==> src/rtl/srx_pkg.sv <==
package srx_pkg;

    typedef enum logic [2:0] {
        S_IDLE  = 3'd0,
        S_START = 3'd1,
        S_DATA  = 3'd2,
        S_NINTH = 3'd3,
        S_STOP  = 3'd4
    } rx_state_e;

    typedef enum logic [1:0] {
        MD_SHIFT = 2'b00,
        MD_U8VAR = 2'b01,
        MD_U9FIX = 2'b10,
        MD_U9VAR = 2'b11
    } rx_mode_e;

    function automatic logic maj3(input logic a, input logic b, input logic c);
        return (a & b) | (a & c) | (b & c);
    endfunction

endpackage

==> src/rtl/srx_sync.sv <==
module srx_sync (
    input  logic clk,
    input  logic rst_n,
    input  logic rxd_i,
    output logic rx_s_o,
    output logic rx_fall_o
);
    logic meta_q;
    logic sync_q;
    logic prev_q;

    always_ff @(posedge clk or negedge rst_n) begin
        if (!rst_n) begin
            meta_q <= 1'b1;
            sync_q <= 1'b1;
            prev_q <= 1'b1;
        end else begin
            meta_q <= rxd_i;
            sync_q <= meta_q;
            prev_q <= sync_q;
        end
    end

    assign rx_s_o    = sync_q;
    assign rx_fall_o = prev_q & ~sync_q;

endmodule

==> src/rtl/srx_fix_tick.sv <==
module srx_fix_tick #(
    parameter int SLOW_DIV = 4
) (
    input  logic clk,
    input  logic rst_n,
    input  logic dbl_i,
    output logic tick_o
);
    localparam int DW = (SLOW_DIV > 2) ? $clog2(SLOW_DIV) : 1;
    localparam logic [DW-1:0] LIM_SLOW = DW'(SLOW_DIV - 1);
    localparam logic [DW-1:0] LIM_FAST = DW'(SLOW_DIV / 2 - 1);

    logic [DW-1:0] cnt_q;
    logic [DW-1:0] lim;

    assign lim    = dbl_i ? LIM_FAST : LIM_SLOW;
    assign tick_o = (cnt_q == lim);

    always_ff @(posedge clk or negedge rst_n) begin
        if (!rst_n)      cnt_q <= '0;
        else if (tick_o) cnt_q <= '0;
        else             cnt_q <= cnt_q + 1'b1;
    end

    AST_FIX_TICK_GAP: assert property (@(posedge clk) disable iff (!rst_n)
        tick_o |=> !tick_o);

endmodule

==> src/rtl/srx_addr_match.sv <==
module srx_addr_match #(
    parameter int DATA_W = 8
) (
    input  logic [DATA_W-1:0] byte_i,
    input  logic [DATA_W-1:0] own_i,
    input  logic [DATA_W-1:0] mask_i,
    output logic              hit_o
);
    logic [DATA_W-1:0] bcast;
    logic              own_hit;
    logic              bc_hit;

    always_comb begin
        bcast   = own_i | mask_i;
        own_hit = ((byte_i ^ own_i) & mask_i) == '0;
        bc_hit  = (byte_i & bcast) == bcast;
        hit_o   = own_hit | bc_hit;
    end

endmodule

==> src/rtl/srx_frame.sv <==
module srx_frame
    import srx_pkg::*;
#(
    parameter int DATA_W = 8,
    parameter int OVS    = 16
) (
    input  logic              clk,
    input  logic              rst_n,
    input  logic              rx_s_i,
    input  logic              rx_fall_i,
    input  logic              tick_i,
    input  logic              en_i,
    input  logic              nine_i,
    output logic              done_o,
    output logic [DATA_W-1:0] data_o,
    output logic              ninth_o,
    output logic              stop_ok_o
);
    localparam int CW  = $clog2(OVS);
    localparam int BW  = (DATA_W > 1) ? $clog2(DATA_W) : 1;
    localparam logic [CW-1:0] MID   = CW'(OVS / 2 + 1);
    localparam logic [CW-1:0] SMP0  = CW'(OVS / 2 - 1);
    localparam logic [CW-1:0] SMP1  = CW'(OVS / 2);
    localparam logic [BW-1:0] LASTB = BW'(DATA_W - 1);

    rx_state_e         state_q, state_d;
    logic [CW-1:0]     cnt_q;
    logic [BW-1:0]     bitn_q;
    logic [DATA_W-1:0] sh_q;
    logic              s0_q, s1_q;
    logic              nin_q, stop_q, done_q;
    logic              mid, vote;

    assign mid  = tick_i && (cnt_q == MID);
    assign vote = maj3(s0_q, s1_q, rx_s_i);

    // state register
    always_ff @(posedge clk or negedge rst_n) begin
        if (!rst_n) state_q <= S_IDLE;
        else        state_q <= state_d;
    end

    // next state
    always_comb begin
        state_d = state_q;
        unique case (state_q)
            S_IDLE:  if (en_i && rx_fall_i) state_d = S_START;
            S_START: if (mid) state_d = vote ? S_IDLE : S_DATA;
            S_DATA:  if (mid && bitn_q == LASTB) state_d = nine_i ? S_NINTH : S_STOP;
            S_NINTH: if (mid) state_d = S_STOP;
            S_STOP:  if (mid) state_d = S_IDLE;
            default: state_d = S_IDLE;
        endcase
    end

    // datapath and outputs
    always_ff @(posedge clk or negedge rst_n) begin
        if (!rst_n) begin
            cnt_q  <= '0;
            bitn_q <= '0;
            sh_q   <= '0;
            s0_q   <= 1'b1;
            s1_q   <= 1'b1;
            nin_q  <= 1'b0;
            stop_q <= 1'b0;
            done_q <= 1'b0;
        end else begin
            done_q <= 1'b0;
            if (state_q == S_IDLE) begin
                cnt_q <= '0;
            end else if (tick_i) begin
                cnt_q <= cnt_q + 1'b1;
                if (cnt_q == SMP0) s0_q <= rx_s_i;
                if (cnt_q == SMP1) s1_q <= rx_s_i;
            end
            if (mid) begin
                unique case (state_q)
                    S_START: bitn_q <= '0;
                    S_DATA: begin
                        sh_q   <= {vote, sh_q[DATA_W-1:1]};
                        bitn_q <= bitn_q + 1'b1;
                    end
                    S_NINTH: nin_q <= vote;
                    S_STOP: begin
                        stop_q <= vote;
                        done_q <= 1'b1;
                    end
                    default: ;
                endcase
            end
        end
    end

    assign done_o    = done_q;
    assign data_o    = sh_q;
    assign ninth_o   = nin_q;
    assign stop_ok_o = stop_q;

    AST_IDLE_WHEN_OFF: assert property (@(posedge clk) disable iff (!rst_n)
        (state_q == S_IDLE && !en_i) |=> (state_q == S_IDLE));
    AST_DONE_SINGLE: assert property (@(posedge clk) disable iff (!rst_n)
        done_q |=> !done_q);
    AST_GLITCH_DROP: assert property (@(posedge clk) disable iff (!rst_n)
        (state_q == S_START && mid && vote) |=> (state_q == S_IDLE));

endmodule

==> src/rtl/srx_port.sv <==
module srx_port
    import srx_pkg::*;
#(
    parameter int DATA_W   = 8,
    parameter int OVS      = 16,
    parameter int SLOW_DIV = 4
) (
    input  logic              clk,
    input  logic              rst_n,
    input  logic              rxd,
    input  logic              var_tick,
    input  logic              fix_dbl,
    input  logic              sel_fe,
    input  logic [DATA_W-1:0] own_addr,
    input  logic [DATA_W-1:0] addr_mask,
    input  logic              reg_wr,
    input  logic [7:0]        reg_wdata,
    output logic [7:0]        reg_rdata,
    output logic [DATA_W-1:0] rx_buf
);
    logic              rx_s, rx_fall, fix_tick, tick;
    logic              rx_done, rx_ninth, rx_stop_ok, addr_hit;
    logic [DATA_W-1:0] rx_data;
    logic              sm_a_q, fe_q, sm_b_q, flt_q, ren_q, tb8_q, rb8_q, ti_q, ri_q;
    logic [DATA_W-1:0] buf_q;
    rx_mode_e          mode;
    logic              nine, rx_en, accept;

    assign mode  = rx_mode_e'({sm_a_q, sm_b_q});
    assign nine  = (mode == MD_U9FIX) || (mode == MD_U9VAR);
    assign rx_en = ren_q && (mode != MD_SHIFT);
    assign tick  = (mode == MD_U9FIX) ? fix_tick : var_tick;

    srx_sync u_sync (
        .clk       (clk),
        .rst_n     (rst_n),
        .rxd_i     (rxd),
        .rx_s_o    (rx_s),
        .rx_fall_o (rx_fall)
    );

    srx_fix_tick #(.SLOW_DIV(SLOW_DIV)) u_fix (
        .clk    (clk),
        .rst_n  (rst_n),
        .dbl_i  (fix_dbl),
        .tick_o (fix_tick)
    );

    srx_frame #(.DATA_W(DATA_W), .OVS(OVS)) u_frame (
        .clk       (clk),
        .rst_n     (rst_n),
        .rx_s_i    (rx_s),
        .rx_fall_i (rx_fall),
        .tick_i    (tick),
        .en_i      (rx_en),
        .nine_i    (nine),
        .done_o    (rx_done),
        .data_o    (rx_data),
        .ninth_o   (rx_ninth),
        .stop_ok_o (rx_stop_ok)
    );

    srx_addr_match #(.DATA_W(DATA_W)) u_match (
        .byte_i (rx_data),
        .own_i  (own_addr),
        .mask_i (addr_mask),
        .hit_o  (addr_hit)
    );

    always_comb begin
        if (!flt_q)    accept = 1'b1;
        else if (nine) accept = rx_ninth && addr_hit;
        else           accept = rx_stop_ok && addr_hit;
    end

    // register: CPU write first, receiver events override
    always_ff @(posedge clk or negedge rst_n) begin
        if (!rst_n) begin
            sm_a_q <= 1'b0;
            fe_q   <= 1'b0;
            sm_b_q <= 1'b0;
            flt_q  <= 1'b0;
            ren_q  <= 1'b0;
            tb8_q  <= 1'b0;
            rb8_q  <= 1'b0;
            ti_q   <= 1'b0;
            ri_q   <= 1'b0;
            buf_q  <= '0;
        end else begin
            if (reg_wr) begin
                if (sel_fe) fe_q   <= reg_wdata[7];
                else        sm_a_q <= reg_wdata[7];
                sm_b_q <= reg_wdata[6];
                flt_q  <= reg_wdata[5];
                ren_q  <= reg_wdata[4];
                tb8_q  <= reg_wdata[3];
                rb8_q  <= reg_wdata[2];
                ti_q   <= reg_wdata[1];
                ri_q   <= reg_wdata[0];
            end
            if (rx_done) begin
                if (!rx_stop_ok) fe_q <= 1'b1;
                if (accept) begin
                    ri_q  <= 1'b1;
                    buf_q <= rx_data;
                    rb8_q <= nine ? rx_ninth : rx_stop_ok;
                end
            end
        end
    end

    assign reg_rdata = {(sel_fe ? fe_q : sm_a_q), sm_b_q, flt_q, ren_q,
                        tb8_q, rb8_q, ti_q, ri_q};
    assign rx_buf    = buf_q;

    AST_FE_STICKY: assert property (@(posedge clk) disable iff (!rst_n)
        $fell(fe_q) |-> $past(reg_wr && sel_fe));
    AST_FE_ON_BAD_STOP: assert property (@(posedge clk) disable iff (!rst_n)
        (rx_done && !rx_stop_ok) |=> fe_q);
    AST_RI_CPU_CLEAR: assert property (@(posedge clk) disable iff (!rst_n)
        $fell(ri_q) |-> $past(reg_wr));
    AST_FILTER_NINE: assert property (@(posedge clk) disable iff (!rst_n)
        (rx_done && !reg_wr && flt_q && nine && !rx_ninth && !ri_q) |=> !ri_q);
    AST_FILTER_EIGHT: assert property (@(posedge clk) disable iff (!rst_n)
        (rx_done && !reg_wr && flt_q && !nine && !rx_stop_ok && !ri_q) |=> !ri_q);
    AST_BUF_HOLD: assert property (@(posedge clk) disable iff (!rst_n)
        !rx_done |=> $stable(buf_q));

endmodule

==> config.mk <==
export PLATFORM = sky130hd
export DESIGN_NAME = srx_port
export DESIGN_NICKNAME = d
export VERILOG_FILES = /design/src/rtl/srx_pkg.sv /design/src/rtl/srx_sync.sv /design/src/rtl/srx_fix_tick.sv /design/src/rtl/srx_addr_match.sv /design/src/rtl/srx_frame.sv /design/src/rtl/srx_port.sv
export SDC_FILE = /design/constraint.sdc
export NUM_CORES = 1
export LEC_CHECK = 0
export BUFFER_PORTS_ARGS = -buffer_cell sky130_fd_sc_hd__buf_2
export CELL_PAD_IN_SITES_DETAIL_PLACEMENT = 2
export CELL_PAD_IN_SITES_GLOBAL_PLACEMENT = 2
export CORE_ASPECT_RATIO = 2
export CORE_MARGIN = 1
export CORE_UTILIZATION = 37
export CTS_BUF_LIST = sky130_fd_sc_hd__clkbuf_4 sky130_fd_sc_hd__clkbuf_8
export DETAILED_ROUTE_END_ITERATION = 10
export PLACE_DENSITY_LB_ADDON = 0.1
export SYNTH_ARGS = -nofsm -noshare
export SYNTH_HDL_FRONTEND = slang
export SYNTH_SLANG_ARGS = --single-unit
==> constraint.sdc <==
create_clock -name clk -period 1.9 [get_ports clk]
set_input_delay 0.38 -clock clk [delete_from_list [all_inputs] [get_ports clk]]
set_output_delay 0.38 -clock clk [all_outputs]
set_load 0.02 [all_outputs]
## Yosys cells after proc, flatten, opt, wreduce, memory -nomap -nowiden

Index checks and enable logic that the tools add are counted.
Widths: inputs -> output; s select.

- Bits in registers: 45
- Output and inout bits: 16
- Input port bits: 31

- Equal/unequal tests: 17
- Multiplexer cells: 30
- Add/subtract/negate cells: 3
- Bitwise logic cells: 14
- Reduce and logical (&&, ||, !) cells: 21

Operator list:

| operator | number |
|---|---|
| $mux 3 | 6 |
| $mux 1 | 17 |
| $and 8x8->8 | 2 |
| $pmux 3 s5 | 1 |
| $reduce_and 2->1 | 6 |
| $ne 2x1->1 const B | 5 |
| $eq 4x4->1 const B | 2 |
| $eq 8x8->1 | 1 |
| $logic_not 8->1 | 1 |
| $mux 4 | 2 |
| $or 8x8->8 | 1 |
| $xor 8x8->8 | 1 |
| $eq 3x2->1 const B | 2 |
| $eq 3x3->1 const B | 2 |
| $logic_and 1x1->1 | 6 |
| $mux 2 | 3 |
| $pmux 3 s2 | 1 |
| $reduce_and 3->1 | 2 |
| $reduce_bool 2->1 | 3 |
| $reduce_and 5->1 | 1 |
| $add 4x1->4 const B | 1 |
| $and 1x1->1 | 4 |
| $eq 2x2->1 const B | 2 |
| $eq 4x3->1 const B | 1 |
| other kinds (8) | 12 |

## Longest topological paths before layout

Gate-level depths: netlist of the first run.

- Word-level depth: 9
- Gate-level depth with buffers: 7

## By module

Synthesis of the first run repeated with hierarchy kept, for this count alone.

- Cells, all modules: 188
- Area total of the unflattened synthesis: 2296.0 µm²

Modules (own cells, without submodules):

| module | sequential area each (µm²) | cells an instance | instances | area each (µm²) |
|---|---|---|---|---|
| srx_frame | 578.1 | 91 | 1 | 1138.6 |
| srx_port | 425.4 | 60 | 1 | 793.3 |
| srx_addr_match | 0.0 | 26 | 1 | 190.2 |
| srx_sync | 78.8 | 4 | 1 | 92.6 |
| srx_fix_tick | 50.0 | 7 | 1 | 81.3 |

## Worst setup path after synthesis of the first run

Ideal clock, no wire load.

- Kind: reg2reg
- Start point: register sm_b_q
- End point: register u_frame.sh_q[0], in the netlist u_frame.data_o[0]
- Buffers on the path: 1
- Period minus slack after synthesis: 1715 ps
- Setup slack: 185 ps
- Data arrival time: 1590 ps
- Required time: 1775 ps
- Stages on the path, launching flop included: 7
- Setup time: 125 ps
- Cell sequence: dfrtp_1 nand3b_1 o2bb2ai_4 nand3_4 nor3b_4 buf_6 mux2_4

- Cells in the longest elaborated chain, start to end: 4

Ends and longest elaborated chain:

| item | line | source |
|---|---|---|
| start: declaration | srx_port.sv:24 | `logic sm_a_q, fe_q, sm_b_q, flt_q, ren_q, tb8_q, rb8_q, ti_q, ri_q;` |
| start signal: assignment | srx_port.sv:93 | `sm_b_q <= reg_wdata[6];` |
| $eq 2x2->1 | srx_port.sv:32 | `assign tick = (mode == MD_U9FIX) ? fix_tick : var_tick;` |
| $mux 1 | srx_port.sv:32 |  |
| $logic_and 1x1->1 | srx_frame.sv:34 | `assign mid = tick_i && (cnt_q == MID);` |
| $reduce_and 2->1 (no source line) | n/a |  |
| end signal: assignment | srx_frame.sv:80 | `sh_q <= {vote, sh_q[DATA_W-1:1]};` |
| end: declaration | srx_frame.sv:29 | `logic [DATA_W-1:0] sh_q;` |

Every way passes these cells.
A chain may end at the register's enable or synchronous reset.

## Final worst setup path of the first run

- Start point: register sm_b_q
- End point: register u_frame.bitn_q[0]

- Cells in the longest elaborated chain, start to end: 4

Ends and longest elaborated chain:

| item | line | source |
|---|---|---|
| $eq 2x2->1 | srx_port.sv:32 |  |
| $mux 1 | srx_port.sv:32 |  |
| $logic_and 1x1->1 | srx_frame.sv:34 |  |
| $reduce_and 2->1 (no source line) | n/a |  |
| end signal: assignment | srx_frame.sv:81 | `bitn_q <= bitn_q + 1'b1;` |
| end: declaration | srx_frame.sv:28 | `logic [BW-1:0] bitn_q;` |

Every way passes these cells.

==> summary.md, run 1 <==
| Metric | Value |
|---|---|
| Main flop type after synthesis | dfrtp_1 |
| Sw power | 653 µW |
| Die Span X | 60.6 µm |
| Worst-path clk slew | roughly 90 ps |
| Top cells by area, synth | dfrtp_1, mux2_2, dfstp_2 |
| Leading area contributor after synthesis | dfrtp_1 |
| # DRC | 0 |
| Setup tns final | 0 ps |
| Run status | finished, final reports clean |
| Placeable core area | between 6000 and 7000 µm² |
| Vias in the first global route | 2206 |
| Pint | 1.51 mW |
| Power Total | 2.16 mW |
| First-pass GRT wire length | 10700 µm |
| Nets | about 310 |
| Worst R2R Start | sm_b_q |
| Fillers | 737 |
| Family with the most delay on the worst path | simple AND/OR/NAND/NOR gates |
| P&R area growth vs syn | 16.2% |
| GRT overflow | 0 |
| CTS tree | done |
| Clk_lat worst skew | between 300 and 400 ps |
| CTS sink cnt | 45 |
| Post-CTS setup buffers | 0 |
| CP Class | flop to flop |
| Largest stage delay on the critical path | about 390 ps |
| Worst Tran Pin Value | approximately 480 ps |
| Hold WC Path Type | input pin to async pin |
| # rows | 42 |
| Post-DP HPWL | 5020 µm |
| Final Cycle Share | 93.5% |
| CP Cell Sequence | nand3b_1 > o2bb2ai_4 > buf_4 > and3_2 > nand3b_1 > mux2_2 |
| Share of cells above drive strength 1 | 37.4% |
| Ports | 47 |
| CTS buffer count | 5 |
| Ys Warns | 0 |
| CP max FO | 6 |
| Relative max-transition margin | between 60% and 70% |
| Critical path's slowest cell | dfrtp_1 |
| Fmax | 563 MHz |
| IO Port Bufs | 46 |
| # setup viols final | 0 |
| Drt first-iter violations | 26 |
| Tmin final | 1780 ps |
| Share of the synthesized area in the top cell type | 39.4% |
| H-tree levels | 2 |
| Sequential Power Share | 50.0% |
| Crit start category | flop |
| Syn avg cell area | between 10 and 15 µm² |
| Switching Share | 30.2% |
| Total wire length | 6590 µm |
| Vias per std cell | 5.34 |
| Die height | around 120 µm |
| Initial antenna violation count | 0 |
| Final count of hold timing violations | 0 |
| FF-to-FF setup slack | 120 ps |
| Crit path buffers/inverters | 1 |
| Clk root buf | clkbuf_8 |
| Most frequent CP cell | nand3b_1 |
| Vias | 1956 |
| RSZ-0062 raised after global routing | no |
| Antenna viol nets, final | 0 |
| Wirelength per Cell | 18.0 µm |
| Pre-CTS WS | -0.651 ps |
| Max cap viols | 0 |
| Asr flop ratio synth | 100% |
| Syn_nets | 266 |
| Combinational share of power | 20.5% |
| Arr. time, crit path | 1960 ps |
| Clock power share | 29.5% |
| Final Wtd Congestion | 0.747 |
| FF+latch count, synth | 45 |
| Clk_skew | 9.34 ps |
| R2R cell count | 6 |
| Final WS setup | ~120 ps |
| CP Data Required Time | about 2100 ps |
| Total GRT Usage | between 20% and 30% |
| Cell area after synthesis | 2540 µm² |
| Worst setup EP type | flop |
| Mapped Cells | 230 |
| Number of synthesized flops with an enable pin | 0 |
| Hold Slack | 33.8 ps |
| Maximum VDD drop | 0.558 mV |
| Lkg Pwr | 1.35 nW |
| Largest net degree at the start of global routing | 46 |
| Clock Tree Buf Depth | 2 |
| Die area | about 7200 µm² |
| Register area share after synthesis | ~45% |
| Distinct cells, synth | 50 |
| P per Cell Area | 732 nW/µm² |
| RR Endpoint | u_frame.bitn_q[0] |
| Slew Viols, Final | 0 |
| Initial core utilization | 38.4% |
| Inserted Diodes | 0 |
| DR pass1 iterations | 4 |
[sequential cells by signal, summed over array words and instances, names as in the netlist, 2 cells and up]
signal and cells:
rx_buf 8, u_fix.cnt_q 2, u_frame.bitn_q 3, u_frame.cnt_q 4
u_frame.data_o 8, u_frame.state_q 3
[worst reg2reg max path: cells and delay by family (launching register included)]
family	cells	cell delay [ps]
buf+inv	1	150
simple gates	3	590
compound gates	1	210
flops	1	390
mux	1	310
[through the flow]
stage / utilization (%) / std cells / area, µm²
floorplan: - / 230 / 2540
global placement: 43.1 / 358 / 2860
detailed placement: 43.1 / 358 / 2860
CTS: 44.6 / 366 / 2950
global route: 44.6 / 366 / 2960
finish: 44.6 / 366 / 2960
[final cells by class]
class                           count  area, µm²  share of cell area [%]
Timing Repair Buffer               59        365                    12.4
Clock inverter                      2       13.8                   0.466
Multi-Input combinational cell    161       1230                    41.7
Tap cell                           88        110                    3.73
Sequential cell                    45       1130                    38.4
Inverter                            5       18.8                   0.635
Clock buffer                        6       82.6                    2.79
[synthesized netlist by cell type, types with 7 or more instances]
cell type,instances
a221oi_1,8
and2_1,8
buf_4,12
dfrtp_1,40
mux2_2,14
mux2_4,7
nand2_1,20
nor2_1,24
o311ai_0,8
xor2_1,10
[layout by cell type, fill, tap and decap left out, types with 5 or more instances in the layout]
master | netlist | final
mux2_2 | 14 | 14
clkbuf_8 | 0 | 6
inv_1 | 5 | 5
o311ai_0 | 8 | 8
dfstp_2 | 5 | 5
mux2_4 | 7 | 7
nand2_1 | 20 | 20
ha_1 | 5 | 5
buf_2 | 2 | 46
and2_1 | 8 | 8
nor2_1 | 24 | 24
buf_4 | 12 | 10
xor2_1 | 10 | 10
a221oi_1 | 8 | 8
dfrtp_1 | 40 | 39
[power by group through the flow]
stage	sequential (mW)	combinational, mW	clock [mW]
final	1.08	0.443	0.639
after global routing	1.09	0.491	0.695
after CTS	1.09	0.455	0.666
after detailed placement	1.10	0.452	0
after global placement	1.10	0.444	0
after floorplan	1.08	0.302	0
[cells by family (layout without fill, tap and decap cells)]
logic type | Yosys count | in the layout | share of synthesized area, %
mux | 25 | 25 | 11.9
xor+xnor | 12 | 12 | 4.13
buf+inv | 24 | 72 | 7.13
fa+ha+maj | 6 | 6 | 2.85
flops | 45 | 45 | 44.5
simple gates | 74 | 74 | 15.2
compound gates | 44 | 44 | 14.3
[layer usage]
layer,routed length (µm),vias up,global-route usage (%),part of all wire (%)
met4,148,0,8.52,2.2
met5,0,-,0,0
met1,2130,1008,18.7,32
li1,-,909,-,-
met3,161,9,3.47,2.4
met2,4150,30,40.2,63
[worst max path at each step]
stage                         to  startpoint  cells past startpoint
3_5_place_dp   u_frame.bitn_q[0]     fix_dbl                      7
2_1_floorplan  u_frame.data_o[0]      sm_b_q                      6
4_1_cts        u_frame.bitn_q[0]      sm_b_q                      6
5_1_grt        u_frame.data_o[2]      sm_b_q                      6
6_report       u_frame.bitn_q[0]      sm_b_q                      6
3_3_place_gp   u_frame.bitn_q[0]     fix_dbl                      7
[what timing repair did]
action	in CTS	in global routing
resized for setup	1	1
endpoints found under the setup margin	1	1
hold buffers	0	0
cloned	0	0
hold endpoints to repair	0	0
(Power assumes the default switching activity.)
==> inputs of run 2 (changes only) <==
--- a/config.mk
+++ b/config.mk
@@ -13,6 +13,7 @@
 export CORE_UTILIZATION = 37
 export CTS_BUF_LIST = sky130_fd_sc_hd__clkbuf_4 sky130_fd_sc_hd__clkbuf_8
 export DETAILED_ROUTE_END_ITERATION = 10
+export GPL_TIMING_DRIVEN = 0
 export PLACE_DENSITY_LB_ADDON = 0.1
 export SYNTH_ARGS = -nofsm -noshare
 export SYNTH_HDL_FRONTEND = slang
==> summary.md, run 2 (synthesis gave the netlist of run 1 again) <==
| Metric | Value |
|---|---|
| CP Cell Sequence | o21bai_1 > o2111ai_2 > nor3_4 > buf_4 > a221oi_1 > o311ai_0 |
| # rows | 42 |
| Post-DP HPWL | between 4000 and 5000 µm |
| GRT overflow | 0 |
| CP Class | flop to flop |
| Initial antenna violation count | 0 |
| # DRC | 0 |
| Placeable core area | between 6000 and 7000 µm² |
| CTS tree | done |
| Initial core utilization | 38.4% |
| Met3 usage | about 3.0% |
| Crit path buffers/inverters | 1 |
| Vias per std cell | 5.20 |
| Die area | approximately 7200 µm² |
| P&R area growth vs syn | 22.1% |
| DR pass1 iterations | 4 |
| FF-to-FF setup slack | roughly 64 ps |
| Commonest non-fill, non-tap cell in the layout | buf_2 |
| Clk_lat worst skew | 310 ps |
| H-tree levels | 2 |
| Share of cells above drive strength 1 | 41.6% |
| Pre-CTS WS | -104 ps |
| Most frequent cells in the layout | buf_2, dfrtp_1, buf_4 |
| RSZ-0062 raised after global routing | yes |
| Drt first-iter violations | 62 |
| Run status | finished, final reports clean |
| Die height | 119 µm |
| Vias in the first global route | around 2200 |
| Tmin final | 1840 ps |
| Largest stage delay on the critical path | 520 ps |
| CTS sink cnt | 45 |
| Final Cycle Share | between 90% and 100% |
| Fillers | 759 |
| Slew Viols, Final | 0 |
| Arr. time, crit path | 2020 ps |
| Die Span X | 60.6 µm |
| Total GRT Usage | between 10% and 20% |
| Met1 Resource Use GR | approximately a fifth |
| CTS buffer count | 5 |
| Met2 usage | 38.6% |
| Crit start category | flop |
| Antenna viol nets, final | 0 |
| Setup tns final | 0 ps |
| Final WS setup | 63.6 ps |
| Critical path's slowest cell | dfrtp_1 |
| Clock Tree Buf Depth | 2 |
| First-pass GRT wire length | 10600 µm |
| Worst setup EP type | flop |
| Worst-path clk slew | 100 ps |
| Total wire length | about 6700 µm |
| Clk_skew | 11.9 ps |
| CP max FO | 10 |
| Worst Tran Pin Value | 1020 ps |
| Hold WC Path Type | input pin to flop |
| Power Total | between 2 and 2.5 mW |
| P per Cell Area | 699 nW/µm² |
| Inserted Diodes | 0 |
| Max cap viols | 0 |
| IO Port Bufs | 45 |
| Busiest grt layer | met2 |
| Ports | 47 |
| Lkg Pwr | around 1.5 nW |
| Nets | 331 |
| Vias | about 2000 |
| Maximum VDD drop | 0.549 mV |
| Final Wtd Congestion | 0.745 |
| Wirelength per Cell | between 15 and 20 µm |
| Hold Slack | ~160 ps |
| Family with the most delay on the worst path | compound AO/OA/AOI/OAI gates |
| Largest net degree at the start of global routing | 46 |
| Final count of hold timing violations | 0 |
| CP Data Required Time | about 2100 ps |
| # setup viols final | 0 |
| Clk root buf | clkbuf_8 |
| Relative max-transition margin | approximately a third |
| Fmax | 545 MHz |
==> run 2: what timing repair did <==
action / in CTS / in global routing
pin swaps: 2 / 4
endpoints found under the setup margin: 17 / 16
gates cloned: 0 / 1
gates resized for setup: 2 / 8
setup buffers: 3 / 9
hold buffers: 0 / 0
==> run 2: worst paths after layout <==
kind / startpoint / end / cells after the start
min in group asynchronous: rst_n / rx_buf[5] / 1
setup reg to reg: u_frame.data_o[5] / rx_buf[2] / 6
max in group asynchronous: rst_n / u_frame.data_o[2] / 1
hold / removal: rxd / u_sync.meta_q / 1
setup / recovery: u_frame.data_o[5] / rx_buf[2] / 6
hold reg to reg: u_sync.meta_q / u_sync.rx_s_o / 0
==> run 2: power by group <==
group | internal [mW] | leakage (nW) | switching [mW]
combinational | 0.199 | 0.876 | 0.255
sequential | 1.02 | 0.534 | 0.0588
clock | 0.266 | 0.0447 | 0.370
==> run 2: through the flow <==
stage | cell area [µm²] | cells | utilization [%]
floorplan | 2540 | 230 | -
global placement | 2880 | 363 | 43.5
detailed placement | 2880 | 363 | 43.5
CTS | 3000 | 374 | 45.4
global route | 3110 | 384 | 46.9
finish | 3110 | 384 | 46.9
==> run 2: metal layers <==
layer | wire, µm | up-vias
met5 | 0 | -
met4 | 208 | 0
met3 | 135 | 13
met2 | 3980 | 36
met1 | 2390 | 1001
li1 | - | 946
==> run 2: worst reg2reg max path, stage by stage, from the launching register on <==
cell	delay (ps)
dfrtp_1	520
o21bai_1	200
o2111ai_2	210
nor3_4	330
buf_4	240
a221oi_1	90
o311ai_0	140
==> run 2: layout make-up <==
class	instances	area [µm²]	area share [%]
buffer	19	163	5.24
clock buffer	5	68.8	2.22
clock inverter	3	25.0	0.805
inverter	5	18.8	0.604
multi-input combinational	161	1260	40.6
sequential	45	1130	36.5
tap	88	110	3.54
timing repair buffer	58	327	10.5
==> inputs of run 3 (changes only) <==
--- a/config.mk
+++ b/config.mk
@@ -9,7 +9,7 @@
 export CELL_PAD_IN_SITES_DETAIL_PLACEMENT = 2
 export CELL_PAD_IN_SITES_GLOBAL_PLACEMENT = 2
 export CORE_ASPECT_RATIO = 2
-export CORE_MARGIN = 1
+export CORE_MARGIN = 2
 export CORE_UTILIZATION = 37
 export CTS_BUF_LIST = sky130_fd_sc_hd__clkbuf_4 sky130_fd_sc_hd__clkbuf_8
 export DETAILED_ROUTE_END_ITERATION = 10
==> summary.md, run 3 (synthesis gave the netlist of run 1 again) <==
| Metric | Value |
|---|---|
| P per Cell Area | 741 nW/µm² |
| Arr. time, crit path | 2040 ps |
| Antenna viol nets, final | 0 |
| Lkg Pwr | 1.45 nW |
| Die area | roughly 7600 µm² |
| Hold-fix buffers at CTS | 0 |
| CTS buffer count | 5 |
| Power Total | 2.32 mW |
| Max cap viols | 0 |
| Fillers | 751 |
| CP Class | flop to flop |
| GRT overflow | 0 |
| Tmin final | 1840 ps |
| Nets | 331 |
| CTS tree | done |
| Final Cycle Share | a little over nine tenths |
| DR pass1 iterations | 4 |
| # DRC | 0 |
| Inserted Diodes | 0 |
| Clock Tree Buf Depth | 2 |
| Register area | about 1100 µm² |
| Clock power share | 32.9% |
| Hold WC Path Type | input pin to flop |
| Sequential Power Share | 46.6% |
| CP Cell Sequence | nand3b_1 > o2bb2ai_4 > nand3_4 > nor3b_4 > buf_4 > mux2_4 |
| Largest stage delay on the critical path | 430 ps |
| Run status | finished, final reports clean |
| Vias per std cell | 5.26 |
| Sw power | approximately 700 µW |
| CP max FO | 4 |
| Wirelength per Cell | ~18 µm |
| Final Wtd Congestion | 0.761 |
| Placeable core area | 6620 µm² |
| First-pass GRT wire length | 11300 µm |
| Switching Share | between 20% and 30% |
| Drt first-iter violations | 41 |
| Initial antenna violation count | 0 |
| Multi-input combinational cell area | 1260 µm² |
| Worst-path clk slew | 90 ps |
| Most frequent cells in the layout | buf_2, dfrtp_1, buf_4 |
| RSZ-0062 raised after global routing | yes |
| Post-DP HPWL | 5080 µm |
| Initial core utilization | between 30 and 40% |
| Critical path's slowest cell | dfrtp_1 |
| P&R area growth vs syn | 23.1% |
| CTS sink cnt | 45 |
| Clk_lat worst skew | 320 ps |
| Crit start category | flop |
| Commonest non-fill, non-tap cell in the layout | buf_2 |
| Hold Slack | around 150 ps |
| Clk root buf | clkbuf_8 |
| Worst Tran Pin Value | 1020 ps |
| Total wire length | ~7000 µm |
| # rows | 42 |
| Relative max-transition margin | a little under a third |
| Vias in the first global route | 2259 |
| Total GRT Usage | 19.3% |
| IO Port Bufs | between 40 and 50 |
| H-tree levels | 2 |
| Final count of hold timing violations | 0 |
| Worst setup EP type | flop |
| Combinational share of power | between 20% and 30% |
| CP Data Required Time | approximately 2100 ps |
| Ports | 47 |
| Die height | 121 µm |
| Fmax | 544 MHz |
| Slew Viols, Final | 0 |
| Pint | 1.62 mW |
| Maximum VDD drop | 0.551 mV |
| Share of cells above drive strength 1 | 42.9% |
| Clk_skew | 8.23 ps |
| Largest net degree at the start of global routing | 46 |
| Vias | slightly above 2000 |
| # setup viols final | 0 |
| Die Span X | 62.6 µm |
## run 3: cell types whose count changed in the layout (fill, tap and decap cells not counted), moves of 2 or more
cell | previous run | this run
dfrtp_1 | 38 | 35
dfrtp_2 | 2 | 5
o311ai_0 | 8 | 6
o311ai_1 | 0 | 2
## run 3: per-layer routing
metal / global-route usage (%) / share of wire [%]
met5: 0 / 0
met4: 7.08 / 1.6
met3: 2.69 / 2.0
met2: 39.5 / 61
met1: 18.8 / 35
## run 3: path summary, 6_finish.rpt
check / start / end / slack [ps] / cells past startpoint
worst max-delay path: sm_b_q / u_frame.data_o[3] / 60 / 6
worst min-delay path: rxd / u_sync.meta_q / 150 / 1
worst max register to register: sm_b_q / u_frame.data_o[3] / 60 / 6
worst min register to register: u_sync.meta_q / u_sync.rx_s_o / 360 / 0
max in group asynchronous: rst_n / u_frame.data_o[5] / 960 / 1
min in group asynchronous: rst_n / rx_buf[5] / 220 / 1
## run 3: per-stage QoR
stage          util [%]  cells  setup slack (ps)  cell area [µm²]  setup TNS, ps
2_1_floorplan         -    230               185             2540              0
3_3_place_gp       43.5    363              -113             2880          -1100
3_5_place_dp       43.5    363              -137             2880          -1280
4_1_cts            45.6    373              3.14             3020              0
5_1_grt            47.3    384             -57.3             3130           -321
6_report           47.3    384              62.3             3130              0
## run 3: area by class of cell
class                   count  area share (%)
clock buffers               5            2.20
multi-input cells         161            40.2
repair buffers             58            10.3
well taps                  88            3.52
inverters                   5           0.599
plain buffers              19            5.39
clock inverters             3            1.48
flip-flops and latches     45            36.4
## run 3: repair_timing
action | in CTS | in global routing
pin swaps | 2 | 3
setup buffers | 2 | 10
endpoints found under the setup margin | 17 | 18
resized for setup | 3 | 13
cloned | 0 | 1
## run 3: power by group through the flow
stage,Combinational (mW),Clock (mW),Sequential [mW]
after floorplan,0.302,0,1.08
after global placement,0.436,0,1.10
after detailed placement,0.452,0,1.10
after CTS,0.467,0.792,1.08
after global routing,0.525,0.817,1.09
final,0.475,0.764,1.08
## run 3: worst max-delay path: cells and delay by family, from the launching register on
kind,cells,cell delay (ps)
AOI/OAI and AO/OA,1,200
DFF,1,430
muxes,1,300
and+or+nand+nor,3,610
buffers and inverters,1,190
